### config.mk
export PLATFORM = sky130hd
export DESIGN_NAME = bus_slave_regfile
export DESIGN_NICKNAME = d
export VERILOG_FILES = /design/src/rtl/bsr_pkg.sv /design/src/rtl/bsr_decode.sv /design/src/rtl/bsr_handshake.sv /design/src/rtl/bsr_ctl_regs.sv /design/src/rtl/bsr_chan_bank.sv /design/src/rtl/bus_slave_regfile.sv
export SDC_FILE = /design/constraint.sdc
export NUM_CORES = 1
export LEC_CHECK = 0
export CAP_MARGIN = 5
export CORE_MARGIN = 1.5
export CORE_UTILIZATION = 52
export DETAILED_ROUTE_END_ITERATION = 16
export PLACE_DENSITY = 0.76
export SKIP_LAST_GASP = 1
export SLEW_MARGIN = 20
export SYNTH_ARGS = -nofsm -noshare
export SYNTH_HDL_FRONTEND = slang
export SYNTH_HIERARCHICAL = 1
export SYNTH_SLANG_ARGS = --single-unit
### constraint.sdc
create_clock -name clk -period 3.4 [get_ports clk]
set_clock_uncertainty 0.05 [all_clocks]
set_input_delay 0.68 -clock clk [delete_from_list [all_inputs] [get_ports clk]]
set_output_delay 0.68 -clock clk [all_outputs]
set_load 0.01 [all_outputs]
### src/rtl/bsr_pkg.sv
package bsr_pkg;
  typedef enum logic [2:0] {
    ST_IDLE,
    ST_ARMED,
    ST_ACK,
    ST_HOLD,
    ST_SKIP
  } hs_state_t;

  typedef enum logic [1:0] {
    K_NONE,
    K_ID,
    K_CSR,
    K_CHAN
  } reg_kind_t;
endpackage

### src/rtl/bsr_decode.sv
module bsr_decode
  import bsr_pkg::*;
#(
  parameter int ADDR_W     = 13,
  parameter int BASE_W     = 8,
  parameter logic [BASE_W-1:0] BASE_ADDR = 8'hC4,
  parameter int GROUPS     = 3,
  parameter int CH_PER_GRP = 4,
  parameter int N_CH       = GROUPS * CH_PER_GRP,
  parameter int CH_W       = $clog2(N_CH),
  parameter int GRP_W      = $clog2(GROUPS),
  parameter int SUB_W      = $clog2(CH_PER_GRP)
) (
  input  logic [ADDR_W-1:0] addr_i,
  input  logic [GROUPS-1:0] present_i,
  output reg_kind_t         kind_o,
  output logic [CH_W-1:0]   chan_o,
  output logic [GRP_W-1:0]  grp_o,
  output logic [SUB_W-1:0]  sub_o,
  output logic              ok_o
);
  localparam int OFF_W = ADDR_W - BASE_W;

  logic              base_hit;
  logic [OFF_W-1:0]  off;
  logic [OFF_W-2:0]  chan_full;
  logic              grp_fitted;

  assign base_hit  = (addr_i[ADDR_W-1 -: BASE_W] == BASE_ADDR);
  assign off       = addr_i[OFF_W-1:0];
  assign chan_full = off[OFF_W-2:0];
  assign chan_o    = CH_W'(chan_full);
  assign grp_o     = GRP_W'(chan_o / CH_W'(CH_PER_GRP));
  assign sub_o     = SUB_W'(chan_o % CH_W'(CH_PER_GRP));

  always_comb begin
    kind_o = K_NONE;
    if (base_hit) begin
      if (off[OFF_W-1]) begin
        if (chan_full < (OFF_W-1)'(N_CH)) kind_o = K_CHAN;
      end else if (off == OFF_W'(0)) begin
        kind_o = K_ID;
      end else if (off == OFF_W'(1)) begin
        kind_o = K_CSR;
      end
    end
  end

  always_comb begin
    grp_fitted = 1'b0;
    for (int g = 0; g < GROUPS; g++) begin
      if (grp_o == GRP_W'(g)) grp_fitted = present_i[g];
    end
  end

  assign ok_o = (kind_o != K_NONE) && ((kind_o != K_CHAN) || grp_fitted);
endmodule

### src/rtl/bsr_handshake.sv
module bsr_handshake
  import bsr_pkg::*;
#(
  parameter int ADDR_W = 13
) (
  input  logic              clk,
  input  logic              rst,
  input  logic              as_i,
  input  logic              ds_i,
  input  logic              write_i,
  input  logic [ADDR_W-1:0] addr_i,
  input  logic              inhibit_i,
  input  logic              ok_i,
  output logic [ADDR_W-1:0] addr_q,
  output logic              wr_q,
  output logic              access_o,
  output logic              dtack_o
);
  hs_state_t state;

  assign access_o = (state == ST_ARMED) && as_i && ds_i && !inhibit_i && ok_i;

  always_ff @(posedge clk) begin
    if (rst) begin
      state   <= ST_IDLE;
      dtack_o <= 1'b0;
      addr_q  <= '0;
      wr_q    <= 1'b0;
    end else begin
      case (state)
        ST_IDLE: begin
          if (as_i) begin
            addr_q <= addr_i;
            wr_q   <= write_i;
            state  <= ST_ARMED;
          end
        end
        ST_ARMED: begin
          if (!as_i) begin
            state <= ST_IDLE;
          end else if (ds_i) begin
            if (access_o) begin
              dtack_o <= 1'b1;
              state   <= ST_ACK;
            end else begin
              state <= ST_SKIP;
            end
          end
        end
        ST_ACK: begin
          if (!ds_i) begin
            dtack_o <= 1'b0;
            state   <= ST_HOLD;
          end
        end
        ST_HOLD, ST_SKIP: begin
          if (!as_i) state <= ST_IDLE;
        end
        default: state <= ST_IDLE;
      endcase
    end
  end

  p_no_ack_inhibit_r8: assert property (@(posedge clk) disable iff (rst)
    (state == ST_ARMED && ds_i && inhibit_i) |=> !dtack_o);
  p_release_r3: assert property (@(posedge clk) disable iff (rst)
    (dtack_o && !ds_i) |=> !dtack_o);
  p_ack_needs_ds_r3: assert property (@(posedge clk) disable iff (rst)
    $rose(dtack_o) |-> $past(ds_i));
  p_first_only_r9: assert property (@(posedge clk) disable iff (rst)
    (state == ST_HOLD && as_i) |=> !dtack_o);
endmodule

### src/rtl/bsr_ctl_regs.sv
module bsr_ctl_regs #(
  parameter int DATA_W     = 16,
  parameter int GROUPS     = 3,
  parameter int CH_PER_GRP = 4,
  parameter int N_CH       = GROUPS * CH_PER_GRP
) (
  input  logic              clk,
  input  logic              rst,
  input  logic              we_i,
  input  logic [DATA_W-1:0] wdata_i,
  input  logic [GROUPS-1:0] present_i,
  output logic              connect_o,
  output logic              fail_o,
  output logic [DATA_W-1:0] csr_o
);
  localparam int CH_BASE = GROUPS + 1;

  always_ff @(posedge clk) begin
    if (rst) begin
      connect_o <= 1'b0;
      fail_o    <= 1'b1;
    end else if (we_i) begin
      connect_o <= wdata_i[0];
      fail_o    <= wdata_i[1];
    end
  end

  always_comb begin
    csr_o    = '0;
    csr_o[0] = connect_o;
    csr_o[1] = fail_o;
    for (int g = 1; g < GROUPS; g++) csr_o[1+g] = present_i[g];
    for (int c = 0; c < N_CH; c++) csr_o[CH_BASE+c] = present_i[c/CH_PER_GRP];
  end

  p_reset_safe_r1: assert property (@(posedge clk)
    rst |=> (!connect_o && fail_o));
endmodule

### src/rtl/bsr_chan_bank.sv
module bsr_chan_bank #(
  parameter int DAC_W      = 12,
  parameter int GROUPS     = 3,
  parameter int CH_PER_GRP = 4,
  parameter int GRP_W      = $clog2(GROUPS),
  parameter int SUB_W      = $clog2(CH_PER_GRP)
) (
  input  logic             clk,
  input  logic             we_i,
  input  logic             re_i,
  input  logic [GRP_W-1:0] grp_i,
  input  logic [SUB_W-1:0] sub_i,
  input  logic [DAC_W-1:0] wdata_i,
  output logic [DAC_W-1:0] rdata_o
);
  logic [DAC_W-1:0] rq [GROUPS];

  for (genvar g = 0; g < GROUPS; g++) begin : g_grp
    logic [DAC_W-1:0] mem [CH_PER_GRP];
    logic             sel;
    assign sel = (grp_i == GRP_W'(g));

    always_ff @(posedge clk) begin
      if (we_i && sel) mem[sub_i] <= wdata_i;
      if (re_i && sel) rq[g] <= mem[sub_i];
    end
  end

  always_comb begin
    rdata_o = '0;
    for (int g = 0; g < GROUPS; g++) begin
      if (grp_i == GRP_W'(g)) rdata_o = rq[g];
    end
  end
endmodule

### src/rtl/bus_slave_regfile.sv
module bus_slave_regfile
  import bsr_pkg::*;
#(
  parameter int ADDR_W     = 13,
  parameter int BASE_W     = 8,
  parameter logic [BASE_W-1:0] BASE_ADDR = 8'hC4,
  parameter int DATA_W     = 16,
  parameter int DAC_W      = 12,
  parameter int GROUPS     = 3,
  parameter int CH_PER_GRP = 4,
  parameter logic [DATA_W-1:0] BOARD_ID = 16'hA0C3,
  parameter int N_CH       = GROUPS * CH_PER_GRP,
  parameter int CH_W       = $clog2(N_CH)
) (
  input  logic              clk,
  input  logic              rst,
  input  logic              as_i,
  input  logic              ds_i,
  input  logic              write_i,
  input  logic [ADDR_W-1:0] addr_i,
  input  logic [DATA_W-1:0] wdata_i,
  input  logic              berr_i,
  input  logic              ext_dtack_i,
  input  logic              lword_i,
  input  logic              iack_i,
  input  logic [GROUPS-2:0] grp_present_i,
  output logic              dtack_o,
  output logic [DATA_W-1:0] rdata_o,
  output logic              out_connect_o,
  output logic              fail_led_o,
  output logic              start_o,
  output logic [CH_W-1:0]   start_chan_o,
  output logic [DAC_W-1:0]  start_data_o
);
  localparam int GRP_W = $clog2(GROUPS);
  localparam int SUB_W = $clog2(CH_PER_GRP);

  logic [GROUPS-1:0] present;
  logic [ADDR_W-1:0] addr_q;
  logic              wr_q;
  logic              access;
  logic              inhibit;
  reg_kind_t         kind;
  logic [CH_W-1:0]   chan;
  logic [GRP_W-1:0]  grp;
  logic [SUB_W-1:0]  sub;
  logic              ok;
  logic              we_csr, we_ch, re_ch;
  logic [DATA_W-1:0] csr_val;
  logic [DATA_W-1:0] ctl_rd_q;
  logic [DAC_W-1:0]  ch_rd;

  assign present = {grp_present_i, 1'b1};
  assign inhibit = berr_i | ext_dtack_i | lword_i | iack_i;

  bsr_handshake #(.ADDR_W(ADDR_W)) u_hs (
    .clk(clk), .rst(rst), .as_i(as_i), .ds_i(ds_i), .write_i(write_i),
    .addr_i(addr_i), .inhibit_i(inhibit), .ok_i(ok),
    .addr_q(addr_q), .wr_q(wr_q), .access_o(access), .dtack_o(dtack_o)
  );

  bsr_decode #(
    .ADDR_W(ADDR_W), .BASE_W(BASE_W), .BASE_ADDR(BASE_ADDR),
    .GROUPS(GROUPS), .CH_PER_GRP(CH_PER_GRP), .N_CH(N_CH),
    .CH_W(CH_W), .GRP_W(GRP_W), .SUB_W(SUB_W)
  ) u_dec (
    .addr_i(addr_q), .present_i(present), .kind_o(kind),
    .chan_o(chan), .grp_o(grp), .sub_o(sub), .ok_o(ok)
  );

  assign we_csr = access &&  wr_q && (kind == K_CSR);
  assign we_ch  = access &&  wr_q && (kind == K_CHAN);
  assign re_ch  = access && !wr_q && (kind == K_CHAN);

  bsr_ctl_regs #(
    .DATA_W(DATA_W), .GROUPS(GROUPS), .CH_PER_GRP(CH_PER_GRP), .N_CH(N_CH)
  ) u_ctl (
    .clk(clk), .rst(rst), .we_i(we_csr), .wdata_i(wdata_i),
    .present_i(present), .connect_o(out_connect_o), .fail_o(fail_led_o),
    .csr_o(csr_val)
  );

  bsr_chan_bank #(
    .DAC_W(DAC_W), .GROUPS(GROUPS), .CH_PER_GRP(CH_PER_GRP),
    .GRP_W(GRP_W), .SUB_W(SUB_W)
  ) u_bank (
    .clk(clk), .we_i(we_ch), .re_i(re_ch), .grp_i(grp), .sub_i(sub),
    .wdata_i(wdata_i[DAC_W-1:0]), .rdata_o(ch_rd)
  );

  always_ff @(posedge clk) begin
    if (rst) begin
      ctl_rd_q <= '0;
    end else if (access && !wr_q) begin
      ctl_rd_q <= (kind == K_ID) ? BOARD_ID : csr_val;
    end
  end

  assign rdata_o = (dtack_o && !wr_q)
                 ? ((kind == K_CHAN) ? {{(DATA_W-DAC_W){1'b0}}, ch_rd} : ctl_rd_q)
                 : '0;

  always_ff @(posedge clk) begin
    if (rst) begin
      start_o      <= 1'b0;
      start_chan_o <= '0;
      start_data_o <= '0;
    end else begin
      start_o <= we_ch;
      if (we_ch) begin
        start_chan_o <= chan;
        start_data_o <= wdata_i[DAC_W-1:0];
      end
    end
  end

  p_start_with_ack_r10: assert property (@(posedge clk) disable iff (rst)
    start_o |-> dtack_o);
  p_start_single_r10: assert property (@(posedge clk) disable iff (rst)
    start_o |=> !start_o);
  p_rdata_quiet_r4: assert property (@(posedge clk) disable iff (rst)
    !dtack_o |-> (rdata_o == '0));
endmodule

==> results of run 1 <==
-- worst max-delay path by stage --
stage / start / endpoint / depth (start not counted)
final: u_hs/addr_q[6]$_SDFFE_PP0P_ / rdata_o[13] / 7
after global routing: u_hs/addr_q[6]$_SDFFE_PP0P_ / rdata_o[15] / 7
after CTS: u_hs/addr_q[6]$_SDFFE_PP0P_ / rdata_o[13] / 7
after detailed placement: grp_present_i[0] / u_bank/g_grp[0].mem[0][8]$_DFFE_PP_ / 12
after global placement: grp_present_i[0] / u_bank/g_grp[0].mem[0][5]$_DFFE_PP_ / 12
after floorplan: ext_dtack_i / u_bank/g_grp[1].mem[0][0]$_DFFE_PP_ / 9
-- synth_stat cells, drive strengths merged, types with 2 or more instances --
cell	instances	share of area (%)
mux2i	14	1.5
nor2	27	1.1
o2bb2ai	12	1.2
nor3	21	1.4
buf	44	3.7
nand2	89	3.7
clkbuf	10	0.41
nand2b	7	0.48
a21oi	46	2.5
nand3b	3	0.25
or3	2	0.14
edfxtp	180	59
a31oi	2	0.14
mux4	36	8.9
inv	5	0.21
nor2b	6	0.41
a22o	10	0.96
and3	4	0.27
nand4	3	0.27
o21ai	4	0.22
dfxtp	53	12
-- per-stage QoR --
stage	power (mW)	hold slack (ns)	instances	utilization (%)
6_report	6.06	0.409	923	63.5
5_1_grt	6.22	0.426	923	63.5
4_1_cts	6.10	0.409	923	63.4
3_5_place_dp	3.39	0.401	876	58.5
3_3_place_gp	3.38	0.391	876	58.5
2_1_floorplan	3.31	0.382	596	-
-- layout make-up --
cell class                 count  area share (%)
sequential                   233            59.2
clock inverter                14            1.65
inverter                       5           0.194
tap                          225            2.57
timing repair buffer         110            9.22
clock buffer                  32            5.96
multi-input combinational    304            21.2
-- power groups by stage --
| stage | combinational, mW | sequential, mW | clock, mW |
|---|---|---|---|
| 2_1_floorplan | 0.164 | 3.14 | 0 |
| 3_3_place_gp | 0.234 | 3.15 | 0 |
| 3_5_place_dp | 0.244 | 3.15 | 0 |
| 4_1_cts | 0.248 | 3.09 | 2.76 |
| 5_1_grt | 0.267 | 3.09 | 2.87 |
| 6_report | 0.247 | 3.09 | 2.72 |
-- worst register-to-register path, cell delays in order, from the launching register on --
cell	delay, ns
dfxtp_1	0.32
nor4b_2	0.29
nand4_1	0.26
buf_4	0.22
a211oi_2	0.12
and3b_1	0.20
nand4_1	0.15
nor2_2	0.21
nand4_4	0.14
inv_4	0.09
or3b_4	0.41
nor3_4	0.19
buf_4	0.21
-- logic make-up after synthesis --
family	after synthesis	share of synthesized area, %
buffers and inverters	59	4.28
other	1	0.0412
AOI/OAI and AO/OA	79	5.55
and+or+nand+nor	170	8.73
DFF	233	71.0
muxes	50	10.4
-- timing repair --
action                                  CTS  global route
endpoints found under the hold margin     0             0
gates resized for setup                  19             2
endpoints found under the setup margin   16             5
setup buffers                             1             0
pin swaps                                 1             1
-- per-layer routing --
metal  vias to the layer above  GRT usage (%)
met5                         -              0
met4                         0           6.75
met3                        39           3.52
met2                       201           35.1
met1                      2569           28.5
li1                       2377              -
-- cells in the final DEF (no fill, tap or decap), types with 15 or more instances in the layout --
master and n:
a21oi_1 45, buf_4 36, clkbuf_16 25, clkdlybuf4s50_1 59, dfxtp_1 50, edfxtp_1 180
mux4_2 36, nand2_1 88, nor2_1 25, nor3_1 15
-- sequential cells by signal, summed over array words and instances (netlist names) --
name,count
ctl_rd_q,16
start_chan_o,4
u_ctl/fail_o,1
u_bank/rq,36
start_o,1
u_hs/wr_q,1
u_hs/state,3
u_hs/dtack_o,1
u_ctl/connect_o,1
u_hs/addr_q,13
u_bank/g_grp.mem,144
start_data_o,12
==> impl_metrics.tcl, run 1 <==
set metrics [dict create \
    first_iter_violations 314 \
    crit_type "reg2out" \
    chipWidth_um 135 \
    wl_per_cell_um 20.4 \
    power_frac_clock_pct 44.9 \
    netlist_area_um2 9110 \
    slowest_delay_ns 0.47 \
    drcViolationCount 0 \
    cts_buffer_depth 3 \
    crit_family "simple AND/OR/NAND/NOR gates" \
    fin_tns_setup_ns 0 \
    yosysSeqAreaShare_pct 71.0 \
    grt_pass1_vias 5294 \
    grt_max_degree 43 \
    dieArea_um2 18300 \
    num_rows 48 \
    hold_buffers 0 \
    yosys_warnings 6 \
    postRouteAntennaNets 0 \
    finalHoldViolations 0 \
    die_h_um 135 \
    cp_cell_sequence "nor4b_2 -> nand4_1 -> a21oi_2 -> buf_4 -> nand2_4 -> and3_1 -> clkdlybuf4s50_1" \
    nets 719 \
    synth_cell_types 42 \
    r2r_start "u_hs/addr_q[6]$_SDFFE_PP0P_" \
    wl_met1_mm 7.96 \
    vias 5186 \
    wl_mm 18.9 \
    synth_seq_cells 233 \
    wl_met2_mm 9.28 \
    max_slew.worst_pin.slew_ns 0.790 \
    grt_antenna_before_repair 0 \
    drv_slew 0 \
    endpoint_kind "output port" \
    regArea_um2 6470 \
    path_clk_slew_ns 0.05 \
    cts-root-buf "clkbuf_16" \
    drive_above_1_share_pct 18.6 \
    setup_viol 0 \
    track_usage_pct 21.1 \
    area_growth_syn_to_layout_pct 20.0 \
    status "completed" \
    max_slew_margin_pct 47.0 \
    async_flop_share_pct 0 \
    critPathLaunchType "flip-flop" \
    synthFlopType "edfxtp_1" \
    grt.overflow.total 0 \
    dr.pass1.iters 5 \
    place_area_um2 10100 \
    place_hpwl_mm 11.9 \
    timing.final.ws_setup_ns 0.126 \
    sw_frac_of_total_pct 19.9 \
    slowest_stage "clkdlybuf4s50_1" \
    crit_buf_inv 2 \
    dr_wl_met3_mm 1.12 \
    p_per_area_nw_per_um2 554 \
    drv_cap 0 \
    routabilityCongestion 0.830 \
    p_int_mw 4.85 \
    hold_path_end "start_data_o[11]$_SDFFE_PP0P_" \
    post-route-period-util_pct 96.3 \
    worstPathMaxFanout 17 \
    n_fill_cell 1184 \
    clkSinkCount 233 \
    power_frac_comb_pct 4.1 \
    cts_tree "built" \
    synth_cells 592 \
    top_layer "met4" \
    seqPwrFrac_pct 51.0 \
    pin_count 76 \
    core_area_um2 17200 \
    hold_class "reg2reg" \
    worstHoldStart "start_data_o[11]$_SDFFE_PP0P_" \
    synth_edf_count 180 \
    min_path_cells 2 \
    htreeDepth 1 \
    timing.rr.end "u_bank/g_grp[0].mem[0][5]$_DFFE_PP_" \
    crit_required_ns 2.67 \
    critPathArrivalTime_ns 2.54 \
    max_freq_mhz 305 \
    insertion_delay_ns 0.52 \
    power_switching_mw 1.21 \
    detailedPlace.worstSlack_ns -0.206 \
    multi_input_area_um2 2320 \
    synth_area_per_cell_um2 15.4 \
    p_leak_nw 3.63 \
    grt_pass1_wl_mm 29.2 \
    diodes 0 \
    initial_core_util_pct 52.9 \
    cts_buffers 25 \
    viasPerCell 5.62 \
    numPortBuffers 71 \
    post-route-min-period_ns 3.27 \
    vdd_ir_drop_max_v 0.000507 \
    design_area_um2 10900 \
    reg2reg_slack_ns 0.28 \
    r2r_cells 12 \
]
Note: power is estimated with default switching activity, not from simulation.
==> run 2, diff against run 1 <==
Settings changed: CORE_ASPECT_RATIO set to 1.4.
==> impl_metrics.tcl, run 2 (synthesis gave the netlist of run 1 again) <==
set metrics [dict create \
    first_iter_violations 481 \
    area_growth_syn_to_layout_pct 19.5 \
    biggestRegsByFlops "u_bank/g_grp.mem (144), u_bank/rq (36), ctl_rd_q (16)" \
    layout_commonest_cell "edfxtp_1" \
    grt_pass1_wl_mm 29.0 \
    status "completed" \
    post-route-period-util_pct 96.5 \
    die_h_um 160 \
    drive_above_1_share_pct 19.5 \
    vdd_ir_drop_max_v 0.000351 \
    worstPathMaxFanout 17 \
    diodes 0 \
    cpMostUsedCell "buf_4" \
    slowest_stage "clkdlybuf4s50_1" \
    cp_cell_sequence "nor4b_2 -> nand4_1 -> buf_4 -> a21oi_4 -> buf_4 -> nand2_1 -> buf_4 -> nand2_1 -> a21oi_1 -> clkdlybuf4s50_1" \
    max_freq_mhz 305 \
    final_core_util_pct 63.1 \
    max_slew.worst_pin.slew_ns 0.777 \
    hold_buffers 0 \
    dieArea_um2 18300 \
    design_area_um2 10900 \
    post-route-min-period_ns 3.28 \
    place_area_um2 10200 \
    path_clk_slew_ns 0.06 \
    grt.overflow.total 0 \
    r2r_start "u_hs/addr_q[3]$_SDFFE_PP0P_" \
    wl_per_cell_um 20.1 \
    largest-register "u_bank/g_grp.mem" \
    n_fill_cell 1226 \
    cts_buffer_depth 3 \
    dr.pass1.iters 5 \
    cp-startpoint "u_hs/addr_q[6]$_SDFFE_PP0P_" \
    place_hpwl_mm 12.8 \
    dp_cells 899 \
    core_area_um2 17300 \
    critPathArrivalTime_ns 2.55 \
    p_per_area_nw_per_um2 505 \
    track_usage_pct 20.9 \
    grt_antenna_before_repair 0 \
    pin_count 76 \
    rsz0062_at_grt "true" \
    regArea_um2 6470 \
    postRouteAntennaNets 0 \
    worstHoldStart "u_hs/addr_q[7]$_SDFFE_PP0P_" \
    setup_viol 0 \
    largest_reg_flops 144 \
    p_leak_nw 3.73 \
    insertion_delay_ns 0.48 \
    wl_mm 18.9 \
    chipWidth_um 115 \
    most-common-layout-cells "edfxtp_1, nand2_1, clkdlybuf4s50_1, dfxtp_1, buf_4" \
    finalHoldViolations 0 \
    crit_type "reg2out" \
    slowest_delay_ns 0.49 \
    routabilityCongestion 0.835 \
    cts_buffers 21 \
    clkSinkCount 233 \
    final_cell_count_no_fill 937 \
    cts-root-buf "clkbuf_16" \
    htreeDepth 1 \
    hold_class "reg2reg" \
    crit_required_ns 2.67 \
    detailedPlace.worstSlack_ns -0.252 \
    numPortBuffers 71 \
    grt_pass1_vias 5443 \
    drv_cap 0 \
    endpoint_kind "output port" \
    crit_buf_inv 4 \
    drcViolationCount 0 \
    multi_input_area_um2 2330 \
    drv_slew 0 \
    grt_max_degree 43 \
    timing.final.ws_setup_ns 0.117 \
    critPathLaunchType "flip-flop" \
    crit_family "buffers and inverters" \
    num_rows 57 \
    power_mw 5.50 \
    nets 727 \
    cts_tree "built" \
    initial_core_util_pct 52.8 \
    max_slew_margin_pct 47.9 \
    vias 5192 \
    viasPerCell 5.54 \
]
[run 2: cell count changes in the layout (fill, tap and decap cells not counted), sizes merged]
| cell | delta |
|---|---|
| dlygate4sd2 | -12 |
| clkinv | -2 |
| clkbuf | -7 |
| dlymetal6s2s | +12 |
| buf | +12 |
| inv | -2 |
| bufinv | -3 |
| clkinvlp | +5 |
[run 2: cell type report]
type	instances	area share, %
flip-flops and latches	233	59.4
multi-input cells	304	21.4
repair buffers	122	10.5
clock buffers	25	4.96
well taps	236	2.71
clock inverters	12	0.839
inverters	5	0.195
[run 2: per-stage QoR]
step / setup TNS, ns / hold WS (ns)
floorplan: -4.21 / 0.382
global placement: -12.56 / 0.390
detailed placement: -20.68 / 0.398
CTS: 0 / 0.406
global route: -0.0266 / 0.423
finish: 0 / 0.403
[run 2: worst reg2reg max path: cells and delay by family (launching register included)]
kind,cells,cell delay [ns]
AND/OR/NAND/NOR,7,1.40
buffers and inverters,3,0.51
flip-flops,1,0.43
AO/OA/AOI/OAI,2,0.34
[run 2: repair_timing]
| item | in CTS | in global routing |
|---|---|---|
| pin swaps | 1 | 0 |
| resized for setup | 7 | 15 |
| setup buffers | 1 | 0 |
| endpoints found under the setup margin | 16 | 16 |
[run 2: layer usage]
| metal | global-route usage [%] | share of wire, % |
|---|---|---|
| met4 | 6.73 | 2.5 |
| met2 | 40.7 | 57 |
| met1 | 23.2 | 36 |
| met3 | 2.31 | 3.8 |
| met5 | 0 | 0 |
[run 2: final timing paths]
kind	cells after the start	slack, ns	to
setup reg to reg	12	0.38	u_bank/g_grp[0].mem[0][3]$_DFFE_PP_
hold reg to reg	2	0.40	u_hs/addr_q[7]$_SDFFE_PP0P_
setup / recovery	10	0.12	rdata_o[1]
hold / removal	2	0.40	u_hs/addr_q[7]$_SDFFE_PP0P_
[run 2: power by group]
| part | internal (mW) | switching, mW |
|---|---|---|
| combinational | 0.110 | 0.140 |
| sequential | 3.07 | 0.0143 |
| clock | 1.21 | 0.945 |
==> run 3, diff against run 2 <==
Settings changed: ABC_CLOCK_PERIOD_IN_PS set to 2900, TNS_END_PERCENT set to 30.
Clock period 3.4 ns to 2.9 ns, I/O delays scaled along.
==> impl_metrics.tcl, run 3 (synthesis gave the netlist of run 1 again) <==
set metrics [dict create \
    drv_cap 0 \
    wl_mm 19.8 \
    cts_buffers 21 \
    n_fill_cell 1252 \
    clkSinkCount 233 \
    dieArea_um2 18300 \
    hold_path_end "u_ctl/connect_o$_SDFFE_PP0P_" \
    cts-root-buf "clkbuf_16" \
    critPathLaunchType "flip-flop" \
    slowest_stage "or3b_4" \
    endpoint_kind "flip-flop" \
    core_area_um2 17300 \
    grt_pass1_vias 5569 \
    dr.pass1.iters 5 \
    layout_commonest_cell "edfxtp_1" \
    numPortBuffers 71 \
    grt.overflow.total 0 \
    nets 737 \
    reg2reg_slack_ns -0.16 \
    cts_tree "built" \
    finalHoldViolations 0 \
    multi_input_area_um2 2390 \
    slowest_delay_ns 0.43 \
    p_leak_nw 3.60 \
    crit_family "simple AND/OR/NAND/NOR gates" \
    htreeDepth 1 \
    num_rows 57 \
    max_freq_mhz 327 \
    drv_slew 0 \
    violations "negative setup slack" \
    path_clk_slew_ns 0.07 \
    post-route-period-util_pct 105 \
    cp_cell_sequence "nor4b_4 -> nand4_1 -> buf_4 -> a211oi_2 -> and3b_1 -> nand4_1 -> nor2_2 -> nand4_4 -> inv_4 -> or3b_4 -> nor3_4 -> buf_4" \
    wl_per_cell_um 21.0 \
    post-route-min-period_ns 3.06 \
    postRouteAntennaNets 0 \
    most-common-layout-cells "edfxtp_1, nand2_1, clkdlybuf4s50_1, dfxtp_1, buf_4" \
    critPathArrivalTime_ns 3.21 \
    setup_viol 162 \
    max_slew.worst_pin.slew_ns 0.796 \
    r2r_cells 12 \
    initial_core_util_pct 52.8 \
    first_iter_violations 513 \
    place_hpwl_mm 13.3 \
    rsz0062_at_grt "true" \
    crit_buf_inv 3 \
    vias 5338 \
    track_usage_pct 22.3 \
    grt_max_degree 43 \
    insertion_delay_ns 0.48 \
    viasPerCell 5.65 \
    hold_buffers 0 \
    timing.final.ws_setup_ns -0.157 \
    worstHoldStart "rst" \
    largest_reg_flops 144 \
    drcViolationCount 0 \
    min_path_cells 2 \
    crit_type "reg2reg" \
    vdd_ir_drop_max_v 0.000354 \
    r2r_start "u_hs/addr_q[8]$_SDFFE_PP0P_" \
    largest-register "u_bank/g_grp.mem" \
    chipWidth_um 115 \
    worstPathMaxFanout 5 \
    die_h_um 160 \
    power_mw 6.39 \
    drive_above_1_share_pct 24.4 \
    crit_required_ns 3.06 \
    regArea_um2 6470 \
    cp-startpoint "u_hs/addr_q[8]$_SDFFE_PP0P_" \
    grt_antenna_before_repair 0 \
    pin_count 76 \
    fin_tns_setup_ns -11.30 \
    hold_class "in2reg" \
    p_per_area_nw_per_um2 583 \
    cts_buffer_depth 3 \
    grt_pass1_wl_mm 30.6 \
    diodes 0 \
    timing.rr.end "u_bank/g_grp[0].mem[0][10]$_DFFE_PP_" \
    max_slew_margin_pct 46.8 \
    biggestRegsByFlops "u_bank/g_grp.mem (144), u_bank/rq (36), ctl_rd_q (16)" \
    final_core_util_pct 63.5 \
    status "finished with violations" \
    area_growth_syn_to_layout_pct 20.3 \
    routabilityCongestion 0.868 \
]
-- run 3: changes by cell type in the layout (fill, tap and decap cells not counted), sizes merged --
cell           previous run  this run
buf                      51        77
bufinv                    1         0
clkdlybuf4s15             0         1
clkdlybuf4s50            59        54
clkinv                    6         3
clkinvlp                  5         4
dlymetal6s2s             12         0
inv                       5         7
-- run 3: how the worst max path moves through the flow --
stage	to	cells past startpoint
4_1_cts	u_bank/g_grp[0].mem[0][10]$_DFFE_PP_	12
6_report	u_bank/g_grp[0].mem[0][10]$_DFFE_PP_	12
3_5_place_dp	u_bank/g_grp[0].mem[0][11]$_DFFE_PP_	12
3_3_place_gp	u_bank/g_grp[0].mem[0][1]$_DFFE_PP_	12
2_1_floorplan	u_bank/rq[0][0]$_DFFE_PP_	9
5_1_grt	u_bank/g_grp[0].mem[0][10]$_DFFE_PP_	12
-- run 3: layout make-up --
cell class	count	area share (%)
Inverter	5	0.194
Multi-Input combinational cell	304	21.8
Tap cell	236	2.69
Timing Repair Buffer	132	10.9
Sequential cell	233	59.0
Clock buffer	25	4.93
Clock inverter	9	0.559
-- run 3: power breakdown --
group          switching, mW  internal [mW]  leakage (nW)
Combinational          0.170          0.135          1.27
Clock                   1.13           1.34         0.283
Sequential            0.0161           3.60          2.05
Total                   1.31           5.08          3.60
-- run 3: metrics by stage --
| stage | instance area [µm²] | instances | setup WS [ns] | hold WS, ns |
|---|---|---|---|---|
| after global routing | 11000 | 944 | -0.372 | 0.407 |
| after detailed placement | 10300 | 902 | -0.568 | 0.397 |
| after floorplan | 9180 | 596 | -0.411 | 0.382 |
| after CTS | 10900 | 944 | -0.132 | 0.386 |
| final | 11000 | 944 | -0.157 | 0.399 |
| after global placement | 10300 | 902 | -0.527 | 0.387 |
-- run 3: what timing repair did --
action,in CTS,in global routing
pin swaps,5,6
buffers inserted,6,0
cloned,2,0
endpoints found under the hold margin,0,0
resized for setup,84,8
endpoints found under the setup margin,172,207
-- run 3: metal layers --
metal / vias up / global-route usage (%) / share of wire (%)
met1: 2667 / 25.3 / 36
met2: 207 / 41.6 / 55
met4: 0 / 8.92 / 3.6
met3: 51 / 3.04 / 4.8
li1: 2413 / - / -
met5: - / 0 / 0
